### src/rtl/tg_pkg.sv
package tg_pkg;

  // Phase order within a line or a frame; the axis counter steps through
  // these in increasing code order and wraps from the last to the first.
  typedef enum logic [1:0] {
    PH_SYNC  = 2'd0,
    PH_BACK  = 2'd1,
    PH_ACT   = 2'd2,
    PH_FRONT = 2'd3
  } phase_e;

  localparam int unsigned NPH = 4;

  // Register addresses. Interval registers are laid out in phase order so
  // that base + phase code selects the right word.
  localparam int unsigned A_CTRL  = 0;
  localparam int unsigned A_HBASE = 1;
  localparam int unsigned A_VBASE = 5;
  localparam int unsigned A_POL   = 9;
  localparam int unsigned A_MASK  = 10;
  localparam int unsigned A_STAT  = 11;

  // Polarity word bit positions.
  localparam int unsigned PB_HS   = 0;
  localparam int unsigned PB_VS   = 1;
  localparam int unsigned PB_DE   = 2;
  localparam int unsigned PB_DATA = 3;
  localparam int unsigned PW      = 4;

endpackage

### src/rtl/tg_axis.sv
// One axis of the raster: a phase register and an in-phase counter.
module tg_axis
  import tg_pkg::*;
#(
  parameter int CW = 12
) (
  input  logic                    clk,
  input  logic                    rst,
  input  logic                    run,
  input  logic                    step,
  input  logic [NPH-1:0][CW-1:0]  len,
  output phase_e                  ph,
  output logic [CW-1:0]           cnt,
  output logic                    last
);

  logic at_end;

  assign at_end = (cnt == len[ph]);
  assign last   = at_end && (ph == PH_FRONT);

  always_ff @(posedge clk) begin
    if (rst || !run) begin
      ph  <= PH_SYNC;
      cnt <= '0;
    end else if (step) begin
      if (at_end) begin
        cnt <= '0;
        ph  <= phase_e'(ph + 2'd1);
      end else begin
        cnt <= cnt + 1'b1;
      end
    end
  end

  // the in-phase count never passes the programmed length of its phase
  assert_cnt_range_R1: assert property (@(posedge clk) disable iff (rst)
    cnt <= len[ph]);

  // a stopped raster holds the counter at its origin
  assert_stop_origin_R6: assert property (@(posedge clk) disable iff (rst)
    !run |=> (ph == PH_SYNC && cnt == '0));

  // R2 (and R3 for the vertical instance): phases only advance in order
  assert_phase_order_R2: assert property (@(posedge clk) disable iff (rst)
    ($past(run) && ph != $past(ph)) |-> (ph == phase_e'($past(ph) + 2'd1)));

endmodule

### src/rtl/tg_regs.sv
// Programmed registers, frame-boundary shadow copies and registered read port.
module tg_regs
  import tg_pkg::*;
#(
  parameter int CW = 12,
  parameter int AW = 4,
  parameter int DW = 16
) (
  input  logic                    clk,
  input  logic                    rst,
  input  logic                    wr_en,
  input  logic [AW-1:0]           wr_addr,
  input  logic [DW-1:0]           wr_data,
  input  logic [AW-1:0]           rd_addr,
  input  logic                    status_i,
  input  logic                    frame_load,
  output logic                    run,
  output logic [NPH-1:0][CW-1:0]  h_len,
  output logic [NPH-1:0][CW-1:0]  v_len,
  output logic [PW-1:0]           pol,
  output logic                    mask,
  output logic                    stat_clr,
  output logic [DW-1:0]           rd_data
);

  logic [NPH-1:0][CW-1:0] h_prog;
  logic [NPH-1:0][CW-1:0] v_prog;
  logic [PW-1:0]          pol_prog;
  logic [DW-1:0]          rd_mux;

  always_ff @(posedge clk) begin
    if (rst) begin
      run      <= 1'b0;
      h_prog   <= '0;
      v_prog   <= '0;
      pol_prog <= '1;
      mask     <= 1'b0;
    end else if (wr_en) begin
      if (int'(wr_addr) == A_CTRL) run      <= wr_data[0];
      if (int'(wr_addr) == A_POL)  pol_prog <= wr_data[PW-1:0];
      if (int'(wr_addr) == A_MASK) mask     <= wr_data[0];
      for (int i = 0; i < NPH; i++) begin
        if (int'(wr_addr) == A_HBASE + i) h_prog[i] <= wr_data[CW-1:0];
        if (int'(wr_addr) == A_VBASE + i) v_prog[i] <= wr_data[CW-1:0];
      end
    end
  end

  // Active copies follow the programmed words only at a frame boundary,
  // or continuously while the raster is stopped.
  always_ff @(posedge clk) begin
    if (rst) begin
      h_len <= '0;
      v_len <= '0;
      pol   <= '1;
    end else if (frame_load) begin
      h_len <= h_prog;
      v_len <= v_prog;
      pol   <= pol_prog;
    end
  end

  assign stat_clr = wr_en && (int'(wr_addr) == A_STAT) && wr_data[0];

  always_comb begin
    rd_mux = '0;
    if (int'(rd_addr) == A_CTRL) rd_mux[0]      = run;
    if (int'(rd_addr) == A_POL)  rd_mux[PW-1:0] = pol_prog;
    if (int'(rd_addr) == A_MASK) rd_mux[0]      = mask;
    if (int'(rd_addr) == A_STAT) rd_mux[0]      = status_i;
    for (int i = 0; i < NPH; i++) begin
      if (int'(rd_addr) == A_HBASE + i) rd_mux[CW-1:0] = h_prog[i];
      if (int'(rd_addr) == A_VBASE + i) rd_mux[CW-1:0] = v_prog[i];
    end
  end

  always_ff @(posedge clk) begin
    if (rst) rd_data <= '0;
    else     rd_data <= rd_mux;
  end

  // the active timing is frozen everywhere except at a frame boundary
  assert_shadow_hold_R9: assert property (@(posedge clk) disable iff (rst)
    !frame_load |=> ($stable(h_len) && $stable(v_len) && $stable(pol)));

endmodule

### src/rtl/tg_irq.sv
// Vertical-sync status flag and masked interrupt.
module tg_irq (
  input  logic clk,
  input  logic rst,
  input  logic set_evt,
  input  logic clr,
  input  logic mask,
  output logic status,
  output logic irq
);

  always_ff @(posedge clk) begin
    if (rst)          status <= 1'b0;
    else if (set_evt) status <= 1'b1;
    else if (clr)     status <= 1'b0;
  end

  assign irq = status & mask;

  // a frame start always leaves the flag set
  assert_flag_set_R7: assert property (@(posedge clk) disable iff (rst)
    set_evt |=> status);

  // a clear with no competing frame start empties the flag
  assert_flag_clear_R7: assert property (@(posedge clk) disable iff (rst)
    (clr && !set_evt) |=> !status);

endmodule

### src/rtl/disp_timing_gen.sv
module disp_timing_gen
  import tg_pkg::*;
#(
  parameter int CW = 12,
  parameter int AW = 4,
  parameter int DW = 16
) (
  input  logic          clk,
  input  logic          rst,
  input  logic          wr_en,
  input  logic [AW-1:0] wr_addr,
  input  logic [DW-1:0] wr_data,
  input  logic [AW-1:0] rd_addr,
  output logic [DW-1:0] rd_data,
  output logic          hsync_o,
  output logic          vsync_o,
  output logic          de_o,
  output logic          data_pol_o,
  output logic [CW-1:0] pix_x_o,
  output logic [CW-1:0] pix_y_o,
  output logic          irq_o
);

  logic                   run;
  logic [NPH-1:0][CW-1:0] h_len;
  logic [NPH-1:0][CW-1:0] v_len;
  logic [PW-1:0]          pol;
  logic                   mask;
  logic                   stat_clr;
  logic                   status;

  phase_e          h_ph;
  phase_e          v_ph;
  logic [CW-1:0]   h_cnt;
  logic [CW-1:0]   v_cnt;
  logic            h_last;
  logic            v_last;
  logic            frame_load;
  logic            frame_start;
  logic            hs_act;
  logic            vs_act;
  logic            de_act;

  assign frame_load  = !run || (h_last && v_last);
  assign frame_start = run && (h_ph == PH_SYNC) && (h_cnt == '0)
                           && (v_ph == PH_SYNC) && (v_cnt == '0);

  tg_regs #(.CW(CW), .AW(AW), .DW(DW)) u_regs (
    .clk        (clk),
    .rst        (rst),
    .wr_en      (wr_en),
    .wr_addr    (wr_addr),
    .wr_data    (wr_data),
    .rd_addr    (rd_addr),
    .status_i   (status),
    .frame_load (frame_load),
    .run        (run),
    .h_len      (h_len),
    .v_len      (v_len),
    .pol        (pol),
    .mask       (mask),
    .stat_clr   (stat_clr),
    .rd_data    (rd_data)
  );

  tg_axis #(.CW(CW)) u_hax (
    .clk  (clk),
    .rst  (rst),
    .run  (run),
    .step (1'b1),
    .len  (h_len),
    .ph   (h_ph),
    .cnt  (h_cnt),
    .last (h_last)
  );

  tg_axis #(.CW(CW)) u_vax (
    .clk  (clk),
    .rst  (rst),
    .run  (run),
    .step (h_last),
    .len  (v_len),
    .ph   (v_ph),
    .cnt  (v_cnt),
    .last (v_last)
  );

  tg_irq u_irq (
    .clk     (clk),
    .rst     (rst),
    .set_evt (frame_start),
    .clr     (stat_clr),
    .mask    (mask),
    .status  (status),
    .irq     (irq_o)
  );

  assign hs_act = run && (h_ph == PH_SYNC);
  assign vs_act = run && (v_ph == PH_SYNC);
  assign de_act = run && (h_ph == PH_ACT) && (v_ph == PH_ACT);

  // Output stage: one register, polarity applied on the way in.
  always_ff @(posedge clk) begin
    if (rst) begin
      hsync_o    <= 1'b0;
      vsync_o    <= 1'b0;
      de_o       <= 1'b0;
      data_pol_o <= 1'b1;
      pix_x_o    <= '0;
      pix_y_o    <= '0;
    end else begin
      hsync_o    <= ~(hs_act ^ pol[PB_HS]);
      vsync_o    <= ~(vs_act ^ pol[PB_VS]);
      de_o       <= ~(de_act ^ pol[PB_DE]);
      data_pol_o <= pol[PB_DATA];
      pix_x_o    <= (run && h_ph == PH_ACT) ? h_cnt : '0;
      pix_y_o    <= (run && v_ph == PH_ACT) ? v_cnt : '0;
    end
  end

  // a visible pixel is only ever flagged while the raster runs
  assert_de_needs_run_R4: assert property (@(posedge clk) disable iff (rst)
    (de_o == $past(pol[PB_DE]) && $past(pol[PB_DE]) == pol[PB_DE]
     && $past(pol[PB_DE]) == $past(pol[PB_DE], 2)) |-> $past(run));

endmodule

### config.mk
export PLATFORM = sky130hd
export DESIGN_NAME = disp_timing_gen
export DESIGN_NICKNAME = d
export VERILOG_FILES = /design/src/rtl/tg_pkg.sv /design/src/rtl/tg_axis.sv /design/src/rtl/tg_regs.sv /design/src/rtl/tg_irq.sv /design/src/rtl/disp_timing_gen.sv
export SDC_FILE = /design/constraint.sdc
export NUM_CORES = 1
export LEC_CHECK = 0
export BUFFER_PORTS_ARGS = -buffer_cell sky130_fd_sc_hd__buf_2
export CORE_MARGIN = 2
export CORE_UTILIZATION = 46
export CTS_CLUSTER_DIAMETER = 150
export CTS_CLUSTER_SIZE = 20
export DETAILED_ROUTE_END_ITERATION = 8
export PLACE_DENSITY = 0.61
export SLEW_MARGIN = 20
export SYNTH_ARGS = -nofsm -noshare
export SYNTH_HDL_FRONTEND = slang
export SYNTH_HIERARCHICAL = 1
export SYNTH_SLANG_ARGS = --single-unit
### constraint.sdc
create_clock -name clk -period 7.5 [get_ports clk]
set_clock_uncertainty 0.05 [all_clocks]
set_input_delay 1.125 -clock clk [delete_from_list [all_inputs] [get_ports clk]]
set_output_delay 1.125 -clock clk [all_outputs]
set_load 0.01 [all_outputs]
==> results_tabular.tex, run 1 <==
\begin{tabular}{lr}
\hline
Metric & Value \\
\hline
\multicolumn{2}{l}{\textbf{Outcome}} \\
\quad Result of the run & finished, final reports clean \\
\multicolumn{2}{l}{\textbf{Clock tree}} \\
\quad Number of clock buffers inserted by TritonCTS & 17 \\
\quad Number of sinks handled by clock tree synthesis & 271 \\
\quad Clock tree from TritonCTS & built \\
\quad PostCTS Resize Cnt & 0 \\
\quad Post-cts hold buffer count & 0 \\
\quad H-Tree Depth & 1 \\
\quad Max Root-Sink Buffers & 3 \\
\quad Clock insertion delay at the later pin of the skew report & 0.50 ns \\
\quad Post-CTS setup buffer count & 0 \\
\quad Clock slew at the register clock pins of the worst setup and hold paths & 0.08 ns \\
\quad Root cell of the clock tree & clkbuf\_16 \\
\multicolumn{2}{l}{\textbf{Logic synthesis}} \\
\quad Netlist area before placement & 11,990 sq um \\
\quad Number of enable flip-flop cells after synthesis & 0 \\
\quad Fraction of the yosys area taken by sequential cells & 0.4525 \\
\quad Proportion of netlist area held by the largest area contributor & 0.4525 \\
\quad Cell type with the largest total area after synthesis & dfxtp\_1 \\
\quad Synthesized netlist cell count & 1,273 \\
\quad Share of synthesized registers carrying an async set or reset & 0 \\
\quad Top cells by area, synth & dfxtp\_1 (45\%), mux2i\_1 (12\%), nor2\_1 (5.0\%), mux4\_1 (3.5\%), nand2\_1 (3.4\%) \\
\quad Total of warnings raised by yosys & 6 \\
\quad Synthesized area per cell & 9.418 sq um \\
\quad Flop and latch count out of synthesis & 271 \\
\quad Flip-flop cell with the highest count after synthesis & dfxtp\_1 \\
\quad Unique cell type count in the Yosys netlist & 70 \\
\multicolumn{2}{l}{\textbf{Worst setup path}} \\
\quad Type of element capturing the critical path & register \\
\quad Crit path DAT & 5.00 ns \\
\quad Worst path required time & 7.81 ns \\
\quad WS Path Type & reg -> reg \\
\quad Crit-path max FO & 53 \\
\quad Worst-path cell chain & mux4\_1, xnor2\_1, nand4\_1, nor3\_1, and2\_1, nand2\_1, nand2\_4, buf\_12, mux2i\_1, nor2\_1 \\
\quad Startpoint types & register \\
\quad Max incr delay on CP & 1.00 ns \\
\quad Cell with the biggest individual delay on the critical path & dfxtp\_1 \\
\multicolumn{2}{l}{\textbf{STA}} \\
\quad Worst setup margin & 2.804 ns \\
\quad Total negative setup slack & 0 ns \\
\quad Share of the clock period used by the worst path after layout & 0.6261 \\
\quad Final Hold Violating Endpoints & 0 \\
\quad Final setup vio count & 0 \\
\quad Highest clock frequency the design can meet & 0.2130 GHz \\
\quad Remaining max-slew budget at the tightest pin & 0.2920 \\
\quad RSZ-0062 raised after global routing & false \\
\quad Minimum period implied by the final worst setup slack & 4.696 ns \\
\quad Final-report max-slew violation count & 0 \\
\quad Worst-Margin Slew & 1.056 ns \\
\multicolumn{2}{l}{\textbf{Finish}} \\
\quad Number of nets in the layout & 1,292 \\
\quad Fill cell instance count of the final layout & 2,513 \\
\quad Number of standard cells in the final layout excluding fillers & 1,597 \\
\quad Most frequent cells in the layout & dfxtp\_1 (271), nor2\_1 (158), mux2i\_1 (143) \\
\quad Utilization after layout & 0.4911 \\
\quad Fraction of layout instances using a drive strength above 1 & 0.09603 \\
\quad Relative area change from synthesis to final layout & 5.834\% \\
\quad Most common cell after layout, fill and taps aside & dfxtp\_1 \\
\multicolumn{2}{l}{\textbf{Placement}} \\
\quad Pre-CTS WS & 2.709 ns \\
\quad Total placed cells including tap cells & 1,577 \\
\quad Detailed placer's ending HPWL & 21,440 um \\
\quad Number of buffers added on ports & 63 \\
\quad Weighted congestion at the end of routability-driven global placement & 0.8414 \\
\multicolumn{2}{l}{\textbf{Global routing}} \\
\quad Total grt overflow & 0 \\
\quad Global-route usage over all layers & 0.2299 \\
\quad Maximum number of pins on one net before global-route repair & 117 \\
\quad First-pass GRT wire length & 48,160 um \\
\quad Via count of the first global-routing pass & 8,360 \\
\quad Antenna violations before repair & 3 \\
\multicolumn{2}{l}{\textbf{Route}} \\
\quad DR iter-0 viols & 918 \\
\quad Routed vias & 8,967 \\
\quad Routed wirelength normalized by instance count & 19.69 um \\
\quad Number of DRC violations after detailed routing & 0 \\
\quad Number of nets with antenna violations after detailed routing & 0 \\
\quad DRT Pass-1 Iters & 5 \\
\quad Routed via count divided by cell count & 5.615 \\
\quad Wirelength, routed & 31,440 um \\
\multicolumn{2}{l}{\textbf{Worst hold path}} \\
\quad Worst min-delay path category & reg -> reg \\
\multicolumn{2}{l}{\textbf{Pwr}} \\
\quad Total leakage power & 5.321 nW \\
\quad IR drop worst, VDD & 0.1818 mV \\
\quad Total power divided by cell area & 196.0 nW/um\^{}2 \\
\quad Final Power & 0.002487 W \\
\multicolumn{2}{l}{\textbf{Floorplan}} \\
\quad Num rows & 59 \\
\quad Die Y & 165.4 um \\
\quad Core area & 25,840 sq um \\
\quad Die footprint & 27,370 sq um \\
\quad IO Count & 72 \\
\quad Horiz. Die Dim & 165.4 um \\
\quad Starting density of the core & 0.4640 \\
\multicolumn{2}{l}{\textbf{Job}} \\
\quad Number of max-cap violations & 0 \\
\hline
\end{tabular}
where the power goes:
part,switching (W),internal [W],leakage [nW]
clock,0.000475,0.000410,0.216
combinational,0.0000986,0.0000415,2.92
sequential,0.0000107,0.00145,2.19
state kept, by name, indices dropped and copies added (netlist names):
signal,count
data_pol_o,1
u_hax/cnt,12
u_vax/ph,2
u_irq/status,1
u_vax/cnt,12
u_regs/pol_prog,4
de_o,1
u_regs/mask,1
u_regs/v_prog,48
u_regs/pol,4
u_regs/h_len,48
u_regs/h_prog,48
u_regs/rd_data,12
u_hax/ph,2
pix_y_o,12
u_regs/v_len,48
pix_x_o,12
hsync_o,1
u_regs/run,1
vsync_o,1
final timing paths:
check             cells after the start  slack (ns)                  startpoint                             to
setup / recovery                     10        2.80    u_hax/ph[0]$_SDFFE_PP0P_  u_regs/v_len[28]$_SDFFE_PP0P_
setup reg to reg                     10        2.80    u_hax/ph[0]$_SDFFE_PP0P_  u_regs/v_len[28]$_SDFFE_PP0P_
hold reg to reg                       1        0.40  u_regs/pol[3]$_SDFFE_PP1P_          data_pol_o$_SDFF_PP1_
hold / removal                        1        0.40  u_regs/pol[3]$_SDFFE_PP1P_          data_pol_o$_SDFF_PP1_
synthesized netlist by cell type, types with 3 or more instances:
cell	number
dfxtp_1	271
nor2_1	160
mux2i_1	143
nand2_1	109
a21oi_1	80
o21ai_0	74
clkbuf_1	48
nand3_1	33
xnor2_1	32
and2_1	27
buf_2	27
nor3_1	25
inv_1	22
mux4_1	16
nand2b_1	16
nor2b_1	14
buf_4	11
nand3b_1	10
nand4_1	10
nor4_1	10
buf_6	9
and3_1	8
mux4_2	8
a22o_1	7
a22oi_1	7
mux2_2	7
o2bb2ai_1	7
xor2_1	7
a211o_1	5
a32oi_1	5
buf_1	4
ha_1	4
and2b_1	3
nor3b_2	3
o21ai_1	3
o22ai_1	3
kinds of logic (layout without fill, tap and decap cells):
kind of cell,Yosys count,after routing,share of synthesized area
and+or+nand+nor,447,447,0.1790
other,2,7,0.0006264
xor gates and xnor gates,39,39,0.02849
adders and majority gates,4,4,0.004175
AOI/OAI and AO/OA,211,211,0.1038
DFF,271,271,0.4525
muxes,175,175,0.1770
buffers and inverters,124,108,0.05437
per-stage QoR:
stage	instance area, sq um	hold slack, ns
2_1_floorplan	12000	0.3557
3_5_place_dp	12240	0.3757
6_report	12690	0.4001
4_1_cts	12670	0.3987
5_1_grt	12680	0.4248
3_3_place_gp	12230	0.3769
routing by layer:
metal	vias up	part of all wire	global-route usage
met5	-	0.00051	0
met4	2	0.025	0.06074
met3	50	0.053	0.03222
met2	235	0.47	0.3819
met1	4303	0.45	0.3148
li1	4377	-	-
worst max-delay path: cells and delay by family (launching register included):
kind | cells | cell delay (ns)
multiplexers | 2 | 1.04
XOR/XNOR | 1 | 0.21
flip-flops | 1 | 1.00
AND/OR/NAND/NOR | 6 | 1.76
buffers and inverters | 1 | 0.41
area by class of cell:
class,instances,area [sq um],area share
Antenna cell,2,5.005,0.0003944
Tap cell,335,419.2,0.03303
Multi-Input combinational cell,881,5944,0.4685
Timing Repair Buffer,68,375.4,0.02958
Clock inverter,1,11.26,0.0008875
Sequential cell,271,5425,0.4276
Inverter,22,82.58,0.006508
Clock buffer,17,425.4,0.03353
(Power assumes the default switching activity.)
==> run 2, diff against run 1 <==
==> constraint.sdc (replaced) <==
create_clock -name clk -period 4.4 [get_ports clk]
set_clock_uncertainty 0.05 [all_clocks]
set_input_delay 0.66 -clock clk [delete_from_list [all_inputs] [get_ports clk]]
set_output_delay 0.66 -clock clk [all_outputs]
set_load 0.01 [all_outputs]
==> run 2 against run 1 <==
- design area increased by 0.54%
- global-route usage about the same
- clock power increased by 73%
- combinational power increased by 73%
- via count increased by 0.81%
- cell count increased by 0.56%
- count of clock-buffer cells in the layout unchanged
- critical path type unchanged
- non-clock buffer count increased by 9
- first-iteration DRC count decreased by 2.8%
- sequential cell count unchanged
- setup slack got worse by 2.2 ns
==> results_tabular.tex, run 2 (synthesis results as in run 1) <==
\begin{tabular}{lr}
\hline
Metric & Value \\
\hline
\multicolumn{2}{l}{\textbf{Worst setup path}} \\
\quad Crit path DAT & 4.10 ns \\
\quad Startpoint types & register \\
\quad Reg-to-reg setup timing slack & 0.62 ns \\
\quad Worst Setup SP & u\_vax/ph[0]\$\_SDFFE\_PP0P\_ \\
\quad Reg2Reg Capture Point & u\_regs/h\_len[44]\$\_SDFFE\_PP0P\_ \\
\quad Critical path capture point & u\_regs/h\_len[44]\$\_SDFFE\_PP0P\_ \\
\quad Crit-path max FO & 55 \\
\quad Worst path required time & 4.72 ns \\
\quad WS Path Type & reg -> reg \\
\quad FF-to-FF path depth & 10 \\
\quad Worst-path cell chain & mux4\_1, xnor2\_1, nand4\_1, nor3\_1, and2\_1, nand2\_1, nand2\_4, buf\_12, mux2i\_1, nor2\_1 \\
\quad Max incr delay on CP & 1.02 ns \\
\quad Worst reg2reg path startpoint & u\_vax/ph[0]\$\_SDFFE\_PP0P\_ \\
\quad Type of element capturing the critical path & register \\
\quad Cell with the biggest individual delay on the critical path & dfxtp\_1 \\
\multicolumn{2}{l}{\textbf{Pwr}} \\
\quad Total leakage power & 5.377 nW \\
\quad Final Power & 0.004265 W \\
\quad Total power divided by cell area & 334.3 nW/um\^{}2 \\
\quad IR drop worst, VDD & 0.3213 mV \\
\multicolumn{2}{l}{\textbf{Route}} \\
\quad Wirelength, routed & 31,750 um \\
\quad Number of nets with antenna violations after detailed routing & 0 \\
\quad Routed vias & 9,040 \\
\quad Routed wirelength normalized by instance count & 19.77 um \\
\quad DRT Pass-1 Iters & 5 \\
\quad Number of DRC violations after detailed routing & 0 \\
\quad Routed via count divided by cell count & 5.629 \\
\quad DR iter-0 viols & 892 \\
\multicolumn{2}{l}{\textbf{Outcome}} \\
\quad Result of the run & finished, final reports clean \\
\multicolumn{2}{l}{\textbf{Clock tree}} \\
\quad Clock slew at the register clock pins of the worst setup and hold paths & 0.09 ns \\
\quad Max Root-Sink Buffers & 3 \\
\quad PostCTS Resize Cnt & 0 \\
\quad Clock insertion delay at the later pin of the skew report & 0.52 ns \\
\quad Post-CTS setup buffer count & 0 \\
\quad Root cell of the clock tree & clkbuf\_16 \\
\quad Number of clock buffers inserted by TritonCTS & 17 \\
\quad Number of sinks handled by clock tree synthesis & 271 \\
\quad Post-cts hold buffer count & 0 \\
\quad H-Tree Depth & 1 \\
\quad Clock tree from TritonCTS & built \\
\multicolumn{2}{l}{\textbf{STA}} \\
\quad Final setup vio count & 0 \\
\quad Highest clock frequency the design can meet & 0.2647 GHz \\
\quad Remaining max-slew budget at the tightest pin & 0.2807 \\
\quad RSZ-0062 raised after global routing & false \\
\quad Total negative setup slack & 0 ns \\
\quad Final Hold Violating Endpoints & 0 \\
\quad Minimum period implied by the final worst setup slack & 3.777 ns \\
\quad Worst-Margin Slew & 1.075 ns \\
\quad Final-report max-slew violation count & 0 \\
\quad Share of the clock period used by the worst path after layout & 0.8585 \\
\multicolumn{2}{l}{\textbf{Global routing}} \\
\quad Via count of the first global-routing pass & 8,211 \\
\quad Global-route usage over all layers & 0.2297 \\
\quad Antenna violations before repair & 2 \\
\quad First-pass GRT wire length & 47,800 um \\
\quad Total grt overflow & 0 \\
\quad Maximum number of pins on one net before global-route repair & 120 \\
\multicolumn{2}{l}{\textbf{Finish}} \\
\quad Number of nets in the layout & 1,301 \\
\quad Fraction of layout instances using a drive strength above 1 & 0.1016 \\
\quad Fill cell instance count of the final layout & 2,465 \\
\quad Relative area change from synthesis to final layout & 6.408\% \\
\quad Most frequent cells in the layout & dfxtp\_1 (271), nor2\_1 (160), mux2i\_1 (143) \\
\quad Most common cell after layout, fill and taps aside & dfxtp\_1 \\
\multicolumn{2}{l}{\textbf{Placement}} \\
\quad Number of buffers added on ports & 63 \\
\quad Weighted congestion at the end of routability-driven global placement & 0.8492 \\
\quad Detailed placer's ending HPWL & 21,550 um \\
\multicolumn{2}{l}{\textbf{Floorplan}} \\
\quad Starting density of the core & 0.4640 \\
\quad Num rows & 59 \\
\quad Die footprint & 27,370 sq um \\
\quad Core area & 25,840 sq um \\
\quad IO Count & 72 \\
\quad Horiz. Die Dim & 165.4 um \\
\quad Die Y & 165.4 um \\
\multicolumn{2}{l}{\textbf{Worst hold path}} \\
\quad Worst min-delay path category & reg -> reg \\
\multicolumn{2}{l}{\textbf{Job}} \\
\quad Number of max-cap violations & 0 \\
\hline
\end{tabular}
run 2: cell count changes in the layout (fill, tap and decap cells not counted):
| cell | previous run | this run |
|---|---|---|
| buf_4 | 3 | 12 |
| nor2_1 | 158 | 160 |
| nor2_2 | 3 | 1 |
| buf_12 | 1 | 2 |
| buf_6 | 2 | 1 |
| diode_2 | 2 | 1 |
| inv_6 | 0 | 1 |
| nor4_2 | 1 | 2 |
| nor4_4 | 1 | 0 |
run 2: report_power, final:
group	switching, W	internal [W]	total [W]
registers	0.0000179	0.00247	0.00249
logic	0.000170	0.0000721	0.000242
clock network	0.000829	0.000702	0.00153
total	0.00102	0.00325	0.00427
run 2: worst max-delay path: cells and delay by family, from the launching register on:
kind                   cells  cell delay (ns)
buffers and inverters      1             0.32
XOR/XNOR                   1             0.24
multiplexers               2             1.04
flip-flops                 1             1.02
AND/OR/NAND/NOR            6             0.86
run 2: final cells by class:
cell class / count / area, sq um / area share
Multi-Input combinational cell: 881 / 5931 / 0.4649
Sequential cell: 271 / 5425 / 0.4253
Timing Repair Buffer: 77 / 451.7 / 0.03541
Clock buffer: 17 / 425.4 / 0.03335
Tap cell: 335 / 419.2 / 0.03286
Inverter: 22 / 82.58 / 0.006473
Clock inverter: 2 / 20.02 / 0.001569
Antenna cell: 1 / 2.502 / 0.0001962
run 2: per-stage QoR:
step	utilization	hold slack [ns]	cell area [sq um]	cells	setup WS, ns
after floorplan	-	0.3557	12000	1276	1.292
after global placement	0.4764	0.3690	12310	1586	0.6578
after detailed placement	0.4764	0.3695	12310	1586	0.6215
after CTS	0.4937	0.3863	12750	1605	0.6165
after global routing	0.4937	0.4145	12750	1605	0.3699
final	0.4938	0.3772	12760	1606	0.6225
run 2: how the worst min path moves through the flow:
stage	from	end	depth (start not counted)
2_1_floorplan	u_regs/pol[3]$_SDFFE_PP1P_	data_pol_o$_SDFF_PP1_	1
3_3_place_gp	u_regs/pol[3]$_SDFFE_PP1P_	data_pol_o$_SDFF_PP1_	1
3_5_place_dp	u_regs/pol[3]$_SDFFE_PP1P_	data_pol_o$_SDFF_PP1_	1
4_1_cts	u_regs/pol[3]$_SDFFE_PP1P_	data_pol_o$_SDFF_PP1_	1
5_1_grt	u_regs/pol[3]$_SDFFE_PP1P_	data_pol_o$_SDFF_PP1_	1
6_report	u_regs/pol[3]$_SDFFE_PP1P_	data_pol_o$_SDFF_PP1_	1
run 2: layer usage:
metal  vias to the layer above  part of all wire  track usage
met5                         -           0.00041            0
met4                         2             0.025      0.05917
met3                        43             0.048      0.02597
met2                       250              0.47       0.3857
met1                      4343              0.46       0.3155
li1                       4402                 -            -
==> run 3, diff against run 2 <==
--- a/config.mk
+++ b/config.mk
@@ -12,6 +12,7 @@
 export CTS_CLUSTER_SIZE = 20
 export DETAILED_ROUTE_END_ITERATION = 8
 export PLACE_DENSITY = 0.61
+export REMOVE_ABC_BUFFERS = 1
 export SLEW_MARGIN = 20
 export SYNTH_ARGS = -nofsm -noshare
 export SYNTH_HDL_FRONTEND = slang
==> run 3 against run 2 <==
- core utilization is 0.28 points higher
- cell count rose by 0.37%
- sequential share of layout area down 0.24 points
- clock power about the same
- largest power group unchanged
- highest routed layer unchanged
==> results_tabular.tex, run 3 (synthesis results as in run 1) <==
\begin{tabular}{lr}
\hline
Metric & Value \\
\hline
\multicolumn{2}{l}{\textbf{Worst setup path}} \\
\quad Type of element capturing the critical path & register \\
\quad Cell with the biggest individual delay on the critical path & dfxtp\_1 \\
\quad FF-to-FF path depth & 10 \\
\quad Crit-path max FO & 17 \\
\quad Worst-path cell chain & mux4\_1, xnor2\_1, nand4\_1, nor3\_1, and2\_1, nand2\_1, nand2\_4, buf\_4, mux2i\_1, nor2\_1 \\
\quad Worst Setup SP & u\_hax/ph[1]\$\_SDFFE\_PP0P\_ \\
\quad Startpoint types & register \\
\quad Worst reg2reg path startpoint & u\_hax/ph[1]\$\_SDFFE\_PP0P\_ \\
\quad Max incr delay on CP & 0.90 ns \\
\quad Crit path DAT & 4.23 ns \\
\quad Worst path required time & 4.71 ns \\
\quad WS Path Type & reg -> reg \\
\multicolumn{2}{l}{\textbf{Placement}} \\
\quad Number of buffers added on ports & 63 \\
\quad Area after detailed placement & 12,390 sq um \\
\quad Detailed placer's ending HPWL & 21,500 um \\
\quad Weighted congestion at the end of routability-driven global placement & 0.8629 \\
\quad Pre-CTS WS & 0.5008 ns \\
\multicolumn{2}{l}{\textbf{STA}} \\
\quad Worst setup margin & 0.4880 ns \\
\quad Hold slack & 0.3961 ns \\
\quad Final-report max-slew violation count & 0 \\
\quad Final Hold Violating Endpoints & 0 \\
\quad Minimum period implied by the final worst setup slack & 3.912 ns \\
\quad RSZ-0062 raised after global routing & false \\
\quad Final setup vio count & 0 \\
\quad Highest clock frequency the design can meet & 0.2556 GHz \\
\quad Worst-Margin Slew & 1.061 ns \\
\quad Share of the clock period used by the worst path after layout & 0.8891 \\
\quad Remaining max-slew budget at the tightest pin & 0.2903 \\
\multicolumn{2}{l}{\textbf{Clock tree}} \\
\quad Root cell of the clock tree & clkbuf\_16 \\
\quad Number of sinks handled by clock tree synthesis & 271 \\
\quad Clock insertion delay at the later pin of the skew report & 0.50 ns \\
\quad Post-CTS setup buffer count & 0 \\
\quad PostCTS Resize Cnt & 0 \\
\quad Post-cts hold buffer count & 0 \\
\quad H-Tree Depth & 1 \\
\quad Number of clock buffers inserted by TritonCTS & 17 \\
\quad Max Root-Sink Buffers & 3 \\
\quad Clock tree from TritonCTS & built \\
\quad Clock slew at the register clock pins of the worst setup and hold paths & 0.08 ns \\
\multicolumn{2}{l}{\textbf{Route}} \\
\quad DR iter-0 viols & 808 \\
\quad Routed via count divided by cell count & 5.561 \\
\quad Number of DRC violations after detailed routing & 0 \\
\quad DRT Pass-1 Iters & 5 \\
\quad Number of nets with antenna violations after detailed routing & 0 \\
\quad Routed vias & 8,965 \\
\quad Routed wirelength normalized by instance count & 19.22 um \\
\quad Wirelength, routed & 30,980 um \\
\multicolumn{2}{l}{\textbf{Outcome}} \\
\quad Result of the run & finished, final reports clean \\
\multicolumn{2}{l}{\textbf{Worst hold path}} \\
\quad Worst min-delay path category & reg -> reg \\
\quad Hold Crit Depth & 1 \\
\quad Hold path startpoint & u\_regs/pol[3]\$\_SDFFE\_PP1P\_ \\
\multicolumn{2}{l}{\textbf{Global routing}} \\
\quad Antenna violations before repair & 2 \\
\quad Via count of the first global-routing pass & 8,285 \\
\quad Global-route usage over all layers & 0.2269 \\
\quad First-pass GRT wire length & 47,880 um \\
\quad Maximum number of pins on one net before global-route repair & 85 \\
\quad Total grt overflow & 0 \\
\multicolumn{2}{l}{\textbf{Pwr}} \\
\quad Clock network fraction of total power & 0.354 \\
\quad Internal Dissipation & 0.003247 W \\
\quad Combinational Power Share & 0.058 \\
\quad Final Power & 0.004238 W \\
\quad Total power divided by cell area & 330.4 nW/um\^{}2 \\
\quad Switching share of power & 0.2338 \\
\quad IR drop worst, VDD & 0.3095 mV \\
\quad Switch Pwr & 0.0009910 W \\
\quad Total leakage power & 5.415 nW \\
\quad Sequential Power Share & 0.588 \\
\multicolumn{2}{l}{\textbf{Finish}} \\
\quad Number of nets in the layout & 1,308 \\
\quad Most frequent cells in the layout & dfxtp\_1 (271), nor2\_1 (159), mux2i\_1 (143) \\
\quad Utilization after layout & 0.4965 \\
\quad Relative area change from synthesis to final layout & 7.003\% \\
\quad Fill cell instance count of the final layout & 2,449 \\
\quad Fraction of layout instances using a drive strength above 1 & 0.1066 \\
\quad Most common cell after layout, fill and taps aside & dfxtp\_1 \\
\quad Final instance area & 12,830 sq um \\
\multicolumn{2}{l}{\textbf{Floorplan}} \\
\quad Horiz. Die Dim & 165.4 um \\
\quad Core area & 25,840 sq um \\
\quad Num rows & 59 \\
\quad Starting density of the core & 0.4640 \\
\quad Die Y & 165.4 um \\
\quad IO Count & 72 \\
\quad Die footprint & 27,370 sq um \\
\multicolumn{2}{l}{\textbf{Job}} \\
\quad Number of max-cap violations & 0 \\
\hline
\end{tabular}
## run 3: cell count changes in the layout (fill, tap and decap cells not counted)
cell	delta
nor2_1	-1
buf_12	+2
inv_6	-1
buf_4	+5
nor2_2	+1
## run 3: per-stage QoR
step | setup TNS (ns) | std cells
floorplan | -148.37 | 1174
global placement | 0 | 1593
detailed placement | 0 | 1593
CTS | 0 | 1611
global route | 0 | 1611
finish | 0 | 1612
## run 3: metal layers
metal | global-route usage | vias up | routed length (um)
met3 | 0.03097 | 30 | 1638
met1 | 0.3157 | 4277 | 14130
met2 | 0.3763 | 251 | 14550
li1 | - | 4405 | -
met5 | 0 | - | 13
met4 | 0.04976 | 2 | 653
## run 3: power groups by stage
stage	Combinational, W	Clock, W	Sequential (W)
3_5_place_dp	0.000241	0	0.00255
5_1_grt	0.000267	0.00164	0.00249
3_3_place_gp	0.000239	0	0.00255
6_report	0.000245	0.00150	0.00249
2_1_floorplan	0.000114	0	0.00254
4_1_cts	0.000242	0.00155	0.00249
## run 3: cell type report
| class | count | area, sq um | share of cell area |
|---|---|---|---|
| tap | 335 | 419.2 | 0.03267 |
| inverter | 22 | 82.58 | 0.006437 |
| multi-input combinational | 881 | 5933 | 0.4625 |
| antenna | 1 | 2.502 | 0.0001951 |
| clock inverter | 1 | 11.26 | 0.0008778 |
| sequential | 271 | 5425 | 0.4229 |
| timing repair buffer | 84 | 529.3 | 0.04126 |
| clock buffer | 17 | 425.4 | 0.03316 |
## run 3: worst paths after layout
path / endpoint / slack [ns]
max: u_regs/v_len[8]$_SDFFE_PP0P_ / 0.49
min: data_pol_o$_SDFF_PP1_ / 0.40
max reg2reg: u_regs/v_len[8]$_SDFFE_PP0P_ / 0.49
min reg2reg: data_pol_o$_SDFF_PP1_ / 0.40
## run 3: worst max-delay path: cells and delay by family, from the launching register on
family | cells | cell delay [ns]
xor gates and xnor gates | 1 | 0.20
buffers and inverters | 1 | 0.31
DFF | 1 | 0.90
muxes | 2 | 0.74
and+or+nand+nor | 6 | 1.55
